[config.mk]
export PLATFORM = sky130hd
export DESIGN_NAME = ds_char_tx
export DESIGN_NICKNAME = d
export VERILOG_FILES = /design/src/rtl/ds_tx_pkg.sv /design/src/rtl/ds_bit_timer.sv /design/src/rtl/ds_char_picker.sv /design/src/rtl/ds_shift_out.sv /design/src/rtl/ds_char_tx.sv
export SDC_FILE = /design/constraint.sdc
export NUM_CORES = 1
export LEC_CHECK = 0
export BUFFER_PORTS_ARGS = -buffer_cell sky130_fd_sc_hd__buf_2
export CAP_MARGIN = 20
export CORE_MARGIN = 2
export CORE_UTILIZATION = 59
export DETAILED_ROUTE_END_ITERATION = 10
export PLACE_DENSITY_LB_ADDON = 0.3
export SKIP_CTS_REPAIR_TIMING = 1
export SLEW_MARGIN = 30
export SYNTH_ARGS = -nofsm -noshare
export SYNTH_HDL_FRONTEND = slang
export SYNTH_SLANG_ARGS = --single-unit
export TNS_END_PERCENT = 100
[constraint.sdc]
create_clock -name clk -period 6.43 [get_ports clk]
set_input_delay 0.9645 -clock clk [delete_from_list [all_inputs] [get_ports clk]]
set_output_delay 0.9645 -clock clk [all_outputs]
set_load 0.005 [all_outputs]
[src/rtl/ds_tx_pkg.sv]
package ds_tx_pkg;

  localparam int BYTE_W = 8;
  localparam int CTRL_W = 4;
  localparam int DATA_W = BYTE_W + 2;
  localparam int SEQ_W  = CTRL_W + DATA_W;
  localparam int LEN_W  = $clog2(SEQ_W + 1);

  localparam logic [1:0] CODE_FCT = 2'd0;
  localparam logic [1:0] CODE_EOP = 2'd1;
  localparam logic [1:0] CODE_EEP = 2'd2;
  localparam logic [1:0] CODE_ESC = 2'd3;

  typedef enum logic [1:0] {
    K_NULL  = 2'd0,
    K_FCT   = 2'd1,
    K_NCHAR = 2'd2,
    K_TIME  = 2'd3
  } char_kind_e;

  typedef struct packed {
    logic [SEQ_W-1:0] bits;   // bit 0 leaves first
    logic [LEN_W-1:0] len;    // number of valid bits
    logic             acc;    // XOR of the last character's payload
  } char_seq_t;

  // Control character: parity, flag=1, code LSB first.
  // Parity = ~(prev ^ flag) = prev when flag is 1.
  function automatic logic [CTRL_W-1:0] ctrl_char(input logic prev,
                                                  input logic [1:0] code);
    return {code[1], code[0], 1'b1, prev};
  endfunction

  // Data character: parity, flag=0, byte LSB first.
  function automatic logic [DATA_W-1:0] data_char(input logic prev,
                                                  input logic [BYTE_W-1:0] b);
    return {b, 1'b0, ~prev};
  endfunction

  function automatic char_seq_t build_char(input char_kind_e kind,
                                           input logic flag,
                                           input logic [BYTE_W-1:0] b,
                                           input logic [BYTE_W-1:0] tword,
                                           input logic prev);
    char_seq_t r;
    r = '0;
    unique case (kind)
      K_FCT: begin
        r.bits = SEQ_W'(ctrl_char(prev, CODE_FCT));
        r.len  = LEN_W'(CTRL_W);
        r.acc  = 1'b0;
      end
      K_NCHAR: begin
        if (flag) begin
          r.bits = SEQ_W'(ctrl_char(prev, b[0] ? CODE_EEP : CODE_EOP));
          r.len  = LEN_W'(CTRL_W);
          r.acc  = 1'b1;
        end else begin
          r.bits = SEQ_W'(data_char(prev, b));
          r.len  = LEN_W'(DATA_W);
          r.acc  = ^b;
        end
      end
      K_TIME: begin
        // escape payload XOR is 0, so the data part sees prev = 0
        r.bits = {data_char(1'b0, tword), ctrl_char(prev, CODE_ESC)};
        r.len  = LEN_W'(SEQ_W);
        r.acc  = ^tword;
      end
      default: begin
        r.bits = SEQ_W'({ctrl_char(1'b0, CODE_FCT), ctrl_char(prev, CODE_ESC)});
        r.len  = LEN_W'(2 * CTRL_W);
        r.acc  = 1'b0;
      end
    endcase
    return r;
  endfunction

endpackage

[src/rtl/ds_bit_timer.sv]
module ds_bit_timer #(
  parameter int DIV_W = 8
) (
  input  logic             clk,
  input  logic             rst,
  input  logic             en,
  input  logic [DIV_W-1:0] div,
  output logic             tick
);
  logic [DIV_W-1:0] cnt;

  assign tick = en && !rst && (cnt == '0);

  always_ff @(posedge clk) begin
    if (rst || !en)       cnt <= '0;
    else if (cnt == '0)   cnt <= div;
    else                  cnt <= cnt - 1'b1;
  end

  // with a non-zero divider a bit start is never followed at once by another
  assert_bit_gap_R2: assert property (@(posedge clk) disable iff (rst)
    (tick && div != '0) |=> !tick);

endmodule

[src/rtl/ds_char_picker.sv]
module ds_char_picker
  import ds_tx_pkg::*;
(
  input  logic              clk,
  input  logic              rst,
  input  logic              en,
  input  logic              boundary,
  input  logic              only_null,
  input  logic              only_null_fct,
  input  logic              fct_req,
  input  logic              nchar_req,
  input  logic              tc_stb,
  input  logic [1:0]        tc_ctrl,
  input  logic [5:0]        tc_count,
  output char_kind_e        kind,
  output logic [BYTE_W-1:0] tc_word,
  output logic              fct_ack,
  output logic              nchar_ack
);
  logic tc_pend;
  logic allow_all, allow_fct, tc_sent;

  assign allow_fct = !only_null;
  assign allow_all = !only_null && !only_null_fct;

  always_comb begin
    if (tc_pend && allow_all)        kind = K_TIME;
    else if (fct_req && allow_fct)   kind = K_FCT;
    else if (nchar_req && allow_all) kind = K_NCHAR;
    else                             kind = K_NULL;
  end

  assign fct_ack   = boundary && (kind == K_FCT);
  assign nchar_ack = boundary && (kind == K_NCHAR);
  assign tc_sent   = boundary && (kind == K_TIME);

  always_ff @(posedge clk) begin
    if (rst || !en) begin
      tc_pend <= 1'b0;
      tc_word <= '0;
    end else if (tc_stb) begin
      tc_pend <= 1'b1;
      tc_word <= {tc_ctrl, tc_count};
    end else if (tc_sent) begin
      tc_pend <= 1'b0;
    end
  end

  // a strobe while enabled leaves a time code pending
  assert_tc_latched_R11: assert property (@(posedge clk) disable iff (rst)
    (en && tc_stb) |=> tc_pend);
  // only-NULL mode acknowledges nothing
  assert_null_mode_silent_R7: assert property (@(posedge clk) disable iff (rst)
    only_null |-> (!fct_ack && !nchar_ack));
  // NULL/FCT mode never acknowledges an N-Char
  assert_fct_mode_no_nchar_R8: assert property (@(posedge clk) disable iff (rst)
    only_null_fct |-> !nchar_ack);
  // an FCT request masks the N-Char acknowledge
  assert_fct_masks_nchar_R10: assert property (@(posedge clk) disable iff (rst)
    nchar_ack |-> !fct_req);

endmodule

[src/rtl/ds_shift_out.sv]
module ds_shift_out
  import ds_tx_pkg::*;
(
  input  logic      clk,
  input  logic      rst,
  input  logic      en,
  input  logic      tick,
  input  char_seq_t seq,
  output logic      empty,
  output logic      acc,
  output logic      ds_d,
  output logic      ds_s
);
  logic [SEQ_W-1:0] sh;
  logic [LEN_W-1:0] left;
  logic             next_bit;

  assign empty    = (left == '0);
  assign next_bit = empty ? seq.bits[0] : sh[0];

  always_ff @(posedge clk) begin
    if (rst || !en) begin
      sh   <= '0;
      left <= '0;
      acc  <= 1'b0;
      ds_d <= 1'b0;
      ds_s <= 1'b0;
    end else if (tick) begin
      if (empty) begin
        sh   <= seq.bits >> 1;
        left <= seq.len - 1'b1;
        acc  <= seq.acc;
      end else begin
        sh   <= sh >> 1;
        left <= left - 1'b1;
      end
      ds_d <= next_bit;
      ds_s <= (next_bit == ds_d) ? ~ds_s : ds_s;
    end
  end

  // exactly one line moves at each bit start
  assert_one_line_moves_R3: assert property (@(posedge clk) disable iff (rst)
    tick |=> ($countones({ds_d ^ $past(ds_d), ds_s ^ $past(ds_s)}) == 1));
  // lines hold between bit starts
  assert_hold_between_bits_R2: assert property (@(posedge clk) disable iff (rst)
    (en && !tick) |=> ($stable(ds_d) && $stable(ds_s)));

endmodule

[src/rtl/ds_char_tx.sv]
module ds_char_tx
  import ds_tx_pkg::*;
#(
  parameter int DIV_W = 8
) (
  input  logic             clk,
  input  logic             rst,
  input  logic             tx_en,
  input  logic             only_null,
  input  logic             only_null_fct,
  input  logic [DIV_W-1:0] bit_div,
  input  logic             fct_req,
  output logic             fct_ack,
  input  logic             nchar_req,
  input  logic             nchar_flag,
  input  logic [7:0]       nchar_byte,
  output logic             nchar_ack,
  input  logic             tc_stb,
  input  logic [1:0]       tc_ctrl,
  input  logic [5:0]       tc_count,
  output logic             ds_d,
  output logic             ds_s
);
  logic              tick, empty, boundary, acc;
  char_kind_e        kind;
  logic [BYTE_W-1:0] tc_word;
  char_seq_t         seq;

  assign boundary = tick && empty;
  assign seq      = build_char(kind, nchar_flag, nchar_byte, tc_word, acc);

  ds_bit_timer #(.DIV_W(DIV_W)) u_timer (
    .clk(clk), .rst(rst), .en(tx_en), .div(bit_div), .tick(tick));

  ds_char_picker u_picker (
    .clk(clk), .rst(rst), .en(tx_en), .boundary(boundary),
    .only_null(only_null), .only_null_fct(only_null_fct),
    .fct_req(fct_req), .nchar_req(nchar_req),
    .tc_stb(tc_stb), .tc_ctrl(tc_ctrl), .tc_count(tc_count),
    .kind(kind), .tc_word(tc_word),
    .fct_ack(fct_ack), .nchar_ack(nchar_ack));

  ds_shift_out u_shift (
    .clk(clk), .rst(rst), .en(tx_en), .tick(tick), .seq(seq),
    .empty(empty), .acc(acc), .ds_d(ds_d), .ds_s(ds_s));

  // lines are low after a disabled clock
  assert_idle_low_R1: assert property (@(posedge clk) disable iff (rst)
    !tx_en |=> (!ds_d && !ds_s));

endmodule

==> impl_metrics.csv, run 1 <==
group,metric,value,unit
outcome,status,"finished, final reports clean",
placement,place_ws,3100,ps
logic_synthesis,synth_seq_cells,37,
logic_synthesis,yosysWarnings,0,
sta,skew,13.1,ps
sta,slew_violations,0,
drt,drc,0,
logic_synthesis,ys_types,45,
sta,max-slew-margin-rel,41.7,%
power_and_ir_drop,ir_drop,0.164,mV
cts,cts_max_path_buffers,2,
drt,wl_per_cell,13.3,um
placement,numPortBuffers,36,
grt,grt_start_max_net_pins,38,
sta,rsz0062_at_grt,"no",
layout,multi_input_area,1190,um2
drt,first_pass_iters,5,
logic_synthesis,yosys_most_used_dff,"dfxtp_1",
power_and_ir_drop,power-per-cell-area,336,nW/um2
grt,grt.total_usage,23.7,%
worst_setup_path,crit_type,"reg2out",
flow_run,maxCapViolations,0,
cts,clkTransAtPathRegs,120,ps
layout,antenna_cells,0,
worst_setup_path,arrival,2470,ps
die,die_h,62.2,um
cts,clk_latency,360,ps
logic_synthesis,synth.most_common_cell,"nor2_1",
worst_setup_path,critPathMaxFanout,18,
cts,cts_sinks,37,
sta,whs,465,ps
sta,worst_pin_slew,872,ps
worst_setup_path,end_kind,"output pin",
layout,final_layout_size_suffix_gt1_share,19.9,%
sta,final_hold_viol_count,0,
logic_synthesis,synth_xor_area_share,8.77,%
die,fp-row-count,21,
logic_synthesis,synth_top_area_share,37.1,%
logic_synthesis,syn_inst,240,
die,io_pins,37,
sta,fin_ws,2990,ps
layout,fin_nets,307,
sta,finalSetupViolations,0,
logic_synthesis,ys_async_sr_fraction,0,%
grt,grt_pass1_vias,1773,
logic_synthesis,synthAdderAreaFrac,1.88,%
drt,drtIter0Drc,117,
drt,antenna_left,0,
grt,antenna_found_initial,0,
cts,numCtsBuffers,5,
drt,drt_wl_total,4220,um
cts,cts_tree,"built",
logic_synthesis,synth_compound_area_share,20.7,%
layout,layoutNonFillerInstCount,318,
die,die_area,3870,um2
placement,dpl.hpwl,2930,um
worst_hold_path,hold_path_class,"reg2reg",
logic_synthesis,synth_area_leaders,"dfxtp_1 37%, nor2_1 7.1%, xnor2_1 7.0%",
drt,vias_per_cell,5.86,
logic_synthesis,synth_top_family_by_area,"simple AND/OR/NAND/NOR gates",
logic_synthesis,yosysTopAreaCell,"dfxtp_1",
logic_synthesis,synthSimpleGateAreaFrac,23.4,%
logic_synthesis,syn_area,2000,um2
logic_synthesis,netlist_top_cells_count,"38 x nor2_1, 37 x dfxtp_1, 18 x nand2_1, 16 x xnor2_1, 14 x a21oi_1",
logic_synthesis,ys_seq_area_share,37.1,%
layout,area_growth,15.5,%
die,initial_utilization,60.8,%
die,core_area,3280,um2
power_and_ir_drop,p_leak,0.902,nW
grt,grt_pass1_wl,7460,um
logic_synthesis,syn-num-nets,276,
die,die_w,62.2,um
placement,place_congestion,0.904,
drt,vias,1865,
grt,overflow,0,
layout,seq_area,741,um2
layout,nFillCells,281,
sta,final.min_clock_period,3440,ps
logic_synthesis,synth_edf_count,0,
worst_setup_path,crit_path_start_kind,"flip-flop",
sta,finalSetupTns,0,ps
sta,fmax,0.291,GHz
logic_synthesis,avgSynthCellArea,8.33,um2
worst_setup_path,required,5470,ps
cts,htreeDepth,2,
logic_synthesis,synthMuxAreaShare,4.57,%
cts,cts_root_buf,"clkbuf_4",
sta,finalCritPeriodShare,53.5,%
placement,placed_cells,310,
[metal layers]
metal  GRT usage [%]  routed length (um)  part of all wire (%)  vias up
met5               0                   0                     0        -
met4            9.17                  59                   1.4        0
met3            5.98                 189                   4.5        8
met2            42.7                2110                    50       43
met1            26.9                1860                    44      883
li1                -                   -                     -      931
[power breakdown]
group	internal, mW	leakage [nW]	total (mW)	switching [mW]
Clock	0.122	0.0558	0.210	0.0877
Sequential	0.258	0.301	0.288	0.0302
Combinational	0.106	0.545	0.277	0.171
[worst max-delay path, cell delays in order, from the launching register on]
cell	delay, ps
dfxtp_1	350
inv_1	80
ha_1	150
nor4b_4	370
and2_1	620
nand2_1	160
nor4_1	220
buf_2	150
[worst paths after layout]
check	cells past startpoint	endpoint	from	slack, ps
worst max-delay path	7	fct_ack	u_timer.cnt[0]	2990
worst min-delay path	2	u_shift.sh[12]	u_shift.sh[12]	470
worst max register to register	8	u_shift.left[2]	u_shift.left[0]	4190
worst min register to register	2	u_shift.sh[12]	u_shift.sh[12]	470
[layout make-up]
type,instances,share of cell area [%]
multi-input cells,184,51.5
well taps,46,2.49
clock buffers,5,1.63
repair buffers,38,8.46
flip-flops and latches,37,32.1
clock inverters,3,2.98
inverters,5,0.813
[sequential cells by signal, summed over array words and instances, names as in the netlist]
register	count
u_picker.tc_pend	1
u_picker.tc_word	8
u_shift.acc	1
u_shift.ds_d	1
u_shift.ds_s	1
u_shift.left	4
u_shift.sh	13
u_timer.cnt	8
[layout by cell type (no fill, tap or decap), types with 3 or more instances in the layout]
cell type / count
a211oi_1: 13
a21oi_1: 14
a221oi_1: 3
a31oi_1: 4
a32oi_1: 4
buf_2: 36
clkbuf_4: 5
dfxtp_1: 37
ha_1: 3
inv_1: 5
mux2i_1: 8
nand2_1: 18
nand3_1: 7
nor2_1: 38
nor3_1: 7
o211ai_1: 4
o21ai_0: 7
or4_1: 3
xnor2_1: 16
xor2_1: 4
[stage by stage]
| stage | utilization (%) | cell area [um2] | total power, mW |
|---|---|---|---|
| 2_1_floorplan | - | 2000 | 0.511 |
| 3_3_place_gp | 67.0 | 2200 | 0.562 |
| 3_5_place_dp | 67.0 | 2200 | 0.568 |
| 4_1_cts | 70.3 | 2310 | 0.775 |
| 5_1_grt | 70.3 | 2310 | 0.832 |
| 6_report | 70.3 | 2310 | 0.775 |
[logic make-up after synthesis]
| kind of cell | count (synthesis) |
|---|---|
| mux | 9 |
| xor+xnor | 20 |
| simple gates | 92 |
| buf+inv | 19 |
| compound gates | 60 |
| fa+ha+maj | 3 |
| flops | 37 |
(Power assumes the default switching activity.)
==> inputs of run 2 (changes only) <==
--- a/config.mk
+++ b/config.mk
@@ -8,7 +8,7 @@
 export BUFFER_PORTS_ARGS = -buffer_cell sky130_fd_sc_hd__buf_2
 export CAP_MARGIN = 20
 export CORE_MARGIN = 2
-export CORE_UTILIZATION = 59
+export CORE_UTILIZATION = 55
 export DETAILED_ROUTE_END_ITERATION = 10
 export PLACE_DENSITY_LB_ADDON = 0.3
 export SKIP_CTS_REPAIR_TIMING = 1
==> constraint.sdc (replaced) <==
create_clock -name clk -period 3.42 [get_ports clk]
set_input_delay 0.513 -clock clk [delete_from_list [all_inputs] [get_ports clk]]
set_output_delay 0.513 -clock clk [all_outputs]
set_load 0.005 [all_outputs]
==> run 2 against run 1 <==
Final cell count up 0.63%. Hold slack worse by 84 ps. Core utilization down 3.9 points. First-iteration DRC count down 8.5%.
==> impl_metrics.csv, run 2 (same netlist as run 1, synthesis figures left out) <==
group,metric,value,unit
sta,max-slew-margin-rel,52.8,%
die,io_pins,37,
drt,drtIter0Drc,107,
worst_hold_path,holdPathEnd,"u_picker.tc_word[4]",
flow_run,maxCapViolations,0,
layout,fin_nets,309,
sta,slew_violations,0,
worst_setup_path,reg2regPathDepth,7,
worst_setup_path,r2r_setup_slack,1200,ps
drt,first_pass_iters,4,
sta,skew,6.84,ps
die,initial_utilization,58.5,%
die,die_w,64.3,um
die,fp-row-count,21,
grt,grt_pass1_vias,1657,
layout,area_growth,13.5,%
worst_hold_path,hold_path_class,"in2reg",
grt,overflow,0,
cts,cts_root_buf,"clkbuf_4",
layout,reg_top3,"u_shift.sh x13, u_picker.tc_word x8, u_timer.cnt x8",
worst_setup_path,crit_path_start,"u_timer.cnt[0]",
outcome,status,"finished, final reports clean",
layout,antenna_cells,0,
power_and_ir_drop,ir_drop,0.363,mV
layout,nFillCells,302,
layout,layout_commonest_cell,"nor2_1",
sta,fmax,0.373,GHz
layout,layout_common_cells,"38 x nor2_1, 37 x dfxtp_1, 36 x buf_2",
worst_setup_path,crit_path_cell_trace,"inv_1 -> ha_1 -> nor4b_4 -> and2_1 -> buf_4 -> nand2_1 -> nor4_1 -> buf_2",
drt,vias,1837,
cts,cts_sinks,37,
cts,numCtsBuffers,5,
worst_setup_path,crit_family,"simple AND/OR/NAND/NOR gates",
worst_hold_path,min_from,"tc_count[4]",
worst_setup_path,max_stage_delay,370,ps
cts,clkTransAtPathRegs,110,ps
drt,wl_per_cell,12.9,um
placement,dpl.hpwl,2900,um
power_and_ir_drop,switching_share,40.4,%
worst_setup_path,required,2910,ps
sta,final.min_clock_period,2680,ps
placement,place_congestion,0.866,
die,core_area,3420,um2
worst_setup_path,r2r_end,"u_shift.left[3]",
layout,seq_area,741,um2
grt,antenna_found_initial,0,
worst_setup_path,crit_path_start_kind,"flip-flop",
die,die_h,64.3,um
layout,multi_input_area,1190,um2
layout,layoutNonFillerInstCount,320,
drt,vias_per_cell,5.74,
cts,clk_latency,350,ps
worst_setup_path,crit_slowest_cell,"nor4b_4",
power_and_ir_drop,p_switching,522,uW
power_and_ir_drop,power_frac_comb,40.9,%
sta,finalSetupTns,0,ps
sta,worst_pin_slew,706,ps
drt,antenna_left,0,
worst_setup_path,r2r-start,"u_timer.cnt[0]",
power_and_ir_drop,p_leak,0.889,nW
sta,finalSetupViolations,0,
worst_setup_path,arrival,2170,ps
drt,drc,0,
layout,largest_reg_flops,13,
power_and_ir_drop,power.internal,770,uW
sta,finalCritPeriodShare,78.5,%
grt,grt_start_max_net_pins,38,
placement,dpl-instance-area,2220,um2
worst_setup_path,crit_type,"reg2out",
sta,rsz0062_at_grt,"no",
cts,htreeDepth,2,
grt,grt.total_usage,21.3,%
placement,placed_cells,312,
worst_hold_path,min_path_cells,3,
layout,final_layout_size_suffix_gt1_share,20.1,%
drt,drt_wl_total,4130,um
layout,post-route-util,66.4,%
worst_setup_path,cp.buffers_inverters,3,
power_and_ir_drop,power-per-cell-area,570,nW/um2
worst_setup_path,end_kind,"output pin",
layout,regMostFlops,"u_shift.sh",
worst_setup_path,cp.depth,8,
worst_setup_path,critPathMaxFanout,18,
sta,final_hold_viol_count,0,
cts,cts_tree,"built",
cts,cts_max_path_buffers,2,
die,die_area,4130,um2
grt,grt_pass1_wl,6890,um
power_and_ir_drop,power_frac_seq,41.9,%
layout,postLayoutCellArea,2270,um2
placement,numPortBuffers,36,
power_and_ir_drop,clockPowerShare,17.3,%
## run 2: cell count changes in the layout (fill, tap and decap cells not counted), sizes merged
cell,previous run,this run
buf,38,40
bufinv,2,0
clkinv,0,2
clkbuf,5,6
inv,6,5
## run 2: power groups by stage
stage,sequential [mW],clock [mW],combinational [mW]
floorplan,0.536,0,0.425
global placement,0.548,0,0.516
detailed placement,0.550,0,0.526
CTS,0.540,0.229,0.527
global route,0.551,0.245,0.596
finish,0.541,0.223,0.528
## run 2: worst max path at each step
stage                       to  slack, ps
4_1_cts                fct_ack        710
2_1_floorplan  u_shift.left[2]       1190
6_report               fct_ack        740
3_3_place_gp   u_shift.left[2]        880
5_1_grt                fct_ack        520
3_5_place_dp   u_shift.left[2]        850
## run 2: layout make-up
type                       instances  share of cell area, %
clock buffer                       6                   1.82
clock inverter                     2                  0.441
inverter                           5                  0.827
multi-input combinational        184                   52.5
sequential                        37                   32.7
tap                               46                   2.54
timing repair buffer              40                   9.27
## run 2: worst min-delay path, stage by stage
cell and delay, ps:
buf_2 70, mux2i_1 50, nor2_1 70
## run 2: metal layers
layer  track usage [%]  part of all wire [%]  vias up
met1              24.3                    46      857
li1                  -                     -      940
met5                 0                     0        -
met2              36.6                    48       31
met3              5.11                   3.9        9
met4              11.4                   1.9        0
## run 2: per-stage QoR
step                power [mW]  hold slack [ps]  setup slack [ps]
CTS                       1.30              382               710
detailed placement        1.08              446               847
finish                    1.29              382               737
floorplan                0.961              432              1190
global route              1.39              394               525
global placement          1.06              441               885
==> inputs of run 3 (changes only) <==
==> constraint.sdc (replaced) <==
create_clock -name clk -period 2.5 [get_ports clk]
set_input_delay 0.375 -clock clk [delete_from_list [all_inputs] [get_ports clk]]
set_output_delay 0.375 -clock clk [all_outputs]
set_load 0.005 [all_outputs]
==> run 3 against run 2 <==
Clock power up 96%. Critical path depth down 1. Register-to-register slack worse by 680 ps. Clock skew up 2.8 ps. Core utilization up 2.2 points. Count of clock-buffer cells in the layout unchanged. First-iteration DRC count down 18%. Die area unchanged. Global-route usage up 0.19 points. Sequential power up 37%. Sequential share of layout area down 1.0 points. Critical endpoint unchanged. Largest power group is now combinational logic. Highest routed layer unchanged.
==> impl_metrics.csv, run 3 (same netlist as run 1, synthesis figures left out) <==
group,metric,value,unit
layout,nFillCells,319,
power_and_ir_drop,ir_drop,0.457,mV
drt,wl_per_cell,13.2,um
layout,area_growth,17.3,%
cts,cts_sinks,37,
flow_run,maxCapViolations,0,
die,fp-row-count,21,
cts,cts_max_path_buffers,2,
worst_setup_path,arrival,1900,ps
die,die_w,64.3,um
sta,finalCritPeriodShare,91.2,%
sta,slew_violations,0,
layout,reg_top3,"u_shift.sh x13, u_picker.tc_word x8, u_timer.cnt x8",
worst_hold_path,hold_path_class,"in2reg",
power_and_ir_drop,power-per-cell-area,826,nW/um2
placement,place_congestion,0.812,
worst_setup_path,required,2120,ps
grt,grt_pass1_wl,7000,um
drt,antenna_left,0,
sta,worst_pin_slew,583,ps
sta,rsz0062_at_grt,"no",
grt,overflow,0,
sta,max-slew-margin-rel,61.2,%
placement,numPortBuffers,36,
sta,fmax,0.439,GHz
layout,layout_common_cells,"38 x nor2_1, 37 x dfxtp_1, 36 x buf_2",
grt,antenna_found_initial,0,
drt,drtIter0Drc,88,
sta,fin_ws,221,ps
drt,first_pass_iters,4,
worst_setup_path,crit_path_start_kind,"flip-flop",
cts,numCtsBuffers,5,
layout,layout_commonest_cell,"nor2_1",
sta,final.min_clock_period,2280,ps
grt,grt_start_max_net_pins,37,
layout,final_layout_size_suffix_gt1_share,21.9,%
grt,grt.total_usage,21.5,%
power_and_ir_drop,p_leak,0.926,nW
drt,drt_wl_total,4280,um
layout,fin_nets,314,
cts,htreeDepth,2,
die,core_area,3420,um2
drt,vias,1847,
worst_setup_path,crit_type,"reg2out",
placement,dpl.hpwl,3040,um
sta,skew,9.65,ps
cts,cts_root_buf,"clkbuf_4",
outcome,status,"finished, final reports clean",
die,initial_utilization,58.5,%
drt,drc,0,
cts,clk_latency,340,ps
die,io_pins,37,
grt,grt_pass1_vias,1646,
worst_setup_path,critPathMaxFanout,4,
layout,antenna_cells,0,
placement,place_ws,435,ps
die,die_area,4130,um2
cts,cts_tree,"built",
sta,final_hold_viol_count,0,
layout,largest_reg_flops,13,
worst_setup_path,end_kind,"output pin",
die,die_h,64.3,um
sta,finalSetupViolations,0,
sta,finalSetupTns,0,ps
drt,vias_per_cell,5.68,
cts,clkTransAtPathRegs,120,ps
layout,regMostFlops,"u_shift.sh",
[run 3: cell types whose count changed in the layout (fill, tap and decap cells not counted), sizes merged]
cell | before | now
buf | 40 | 45
clkinv | 2 | 0
clkinvlp | 0 | 1
bufinv | 0 | 1
[run 3: layout make-up]
class	instances	area [um2]	share of cell area (%)
Multi-Input combinational cell	184	1190	50.8
Tap cell	46	57.6	2.46
Timing Repair Buffer	45	248	10.6
Clock buffer	6	51.3	2.19
Inverter	5	18.8	0.801
Sequential cell	37	741	31.6
Clock inverter	2	37.5	1.60
[run 3: metal layers]
metal	up-vias	share of wire, %	track usage, %
met4	0	0.56	8.78
li1	940	-	-
met5	-	0	0
met2	30	51	37.8
met1	875	45	25.2
met3	2	3.9	4.75
[run 3: final timing paths]
kind | start | endpoint | cells after the start | slack [ps]
worst min-delay path | tc_count[1] | u_picker.tc_word[1] | 3 | 260
worst max-delay path | u_timer.cnt[0] | fct_ack | 7 | 220
worst min register to register | u_shift.sh[4] | u_shift.sh[4] | 2 | 460
worst max register to register | u_shift.left[0] | u_shift.left[2] | 7 | 520
[run 3: power breakdown]
part	internal, mW	switching, mW	total [mW]	leakage [nW]
sequential	0.663	0.0792	0.742	0.301
combinational	0.307	0.451	0.758	0.580
clock	0.238	0.198	0.436	0.0445
[run 3: stage by stage]
step / total power, mW / hold slack (ps) / instance area (um2) / cells / util, %
final: 1.94 / 261 / 2340 / 325 / 68.6
after global routing: 2.07 / 250 / 2340 / 325 / 68.6
after CTS: 1.93 / 244 / 2340 / 324 / 68.4
after detailed placement: 1.49 / 446 / 2250 / 316 / 65.8
after global placement: 1.48 / 442 / 2250 / 316 / 65.8
after floorplan: 1.31 / 432 / 2000 / 240 / -
[run 3: worst max-delay path, stage by stage, from the launching register on]
cell and delay (ps):
dfxtp_1 360, inv_1 90, ha_1 160, nor4b_4 280, and2_1 230, nand2_1 80
nor4_1 230, buf_2 160
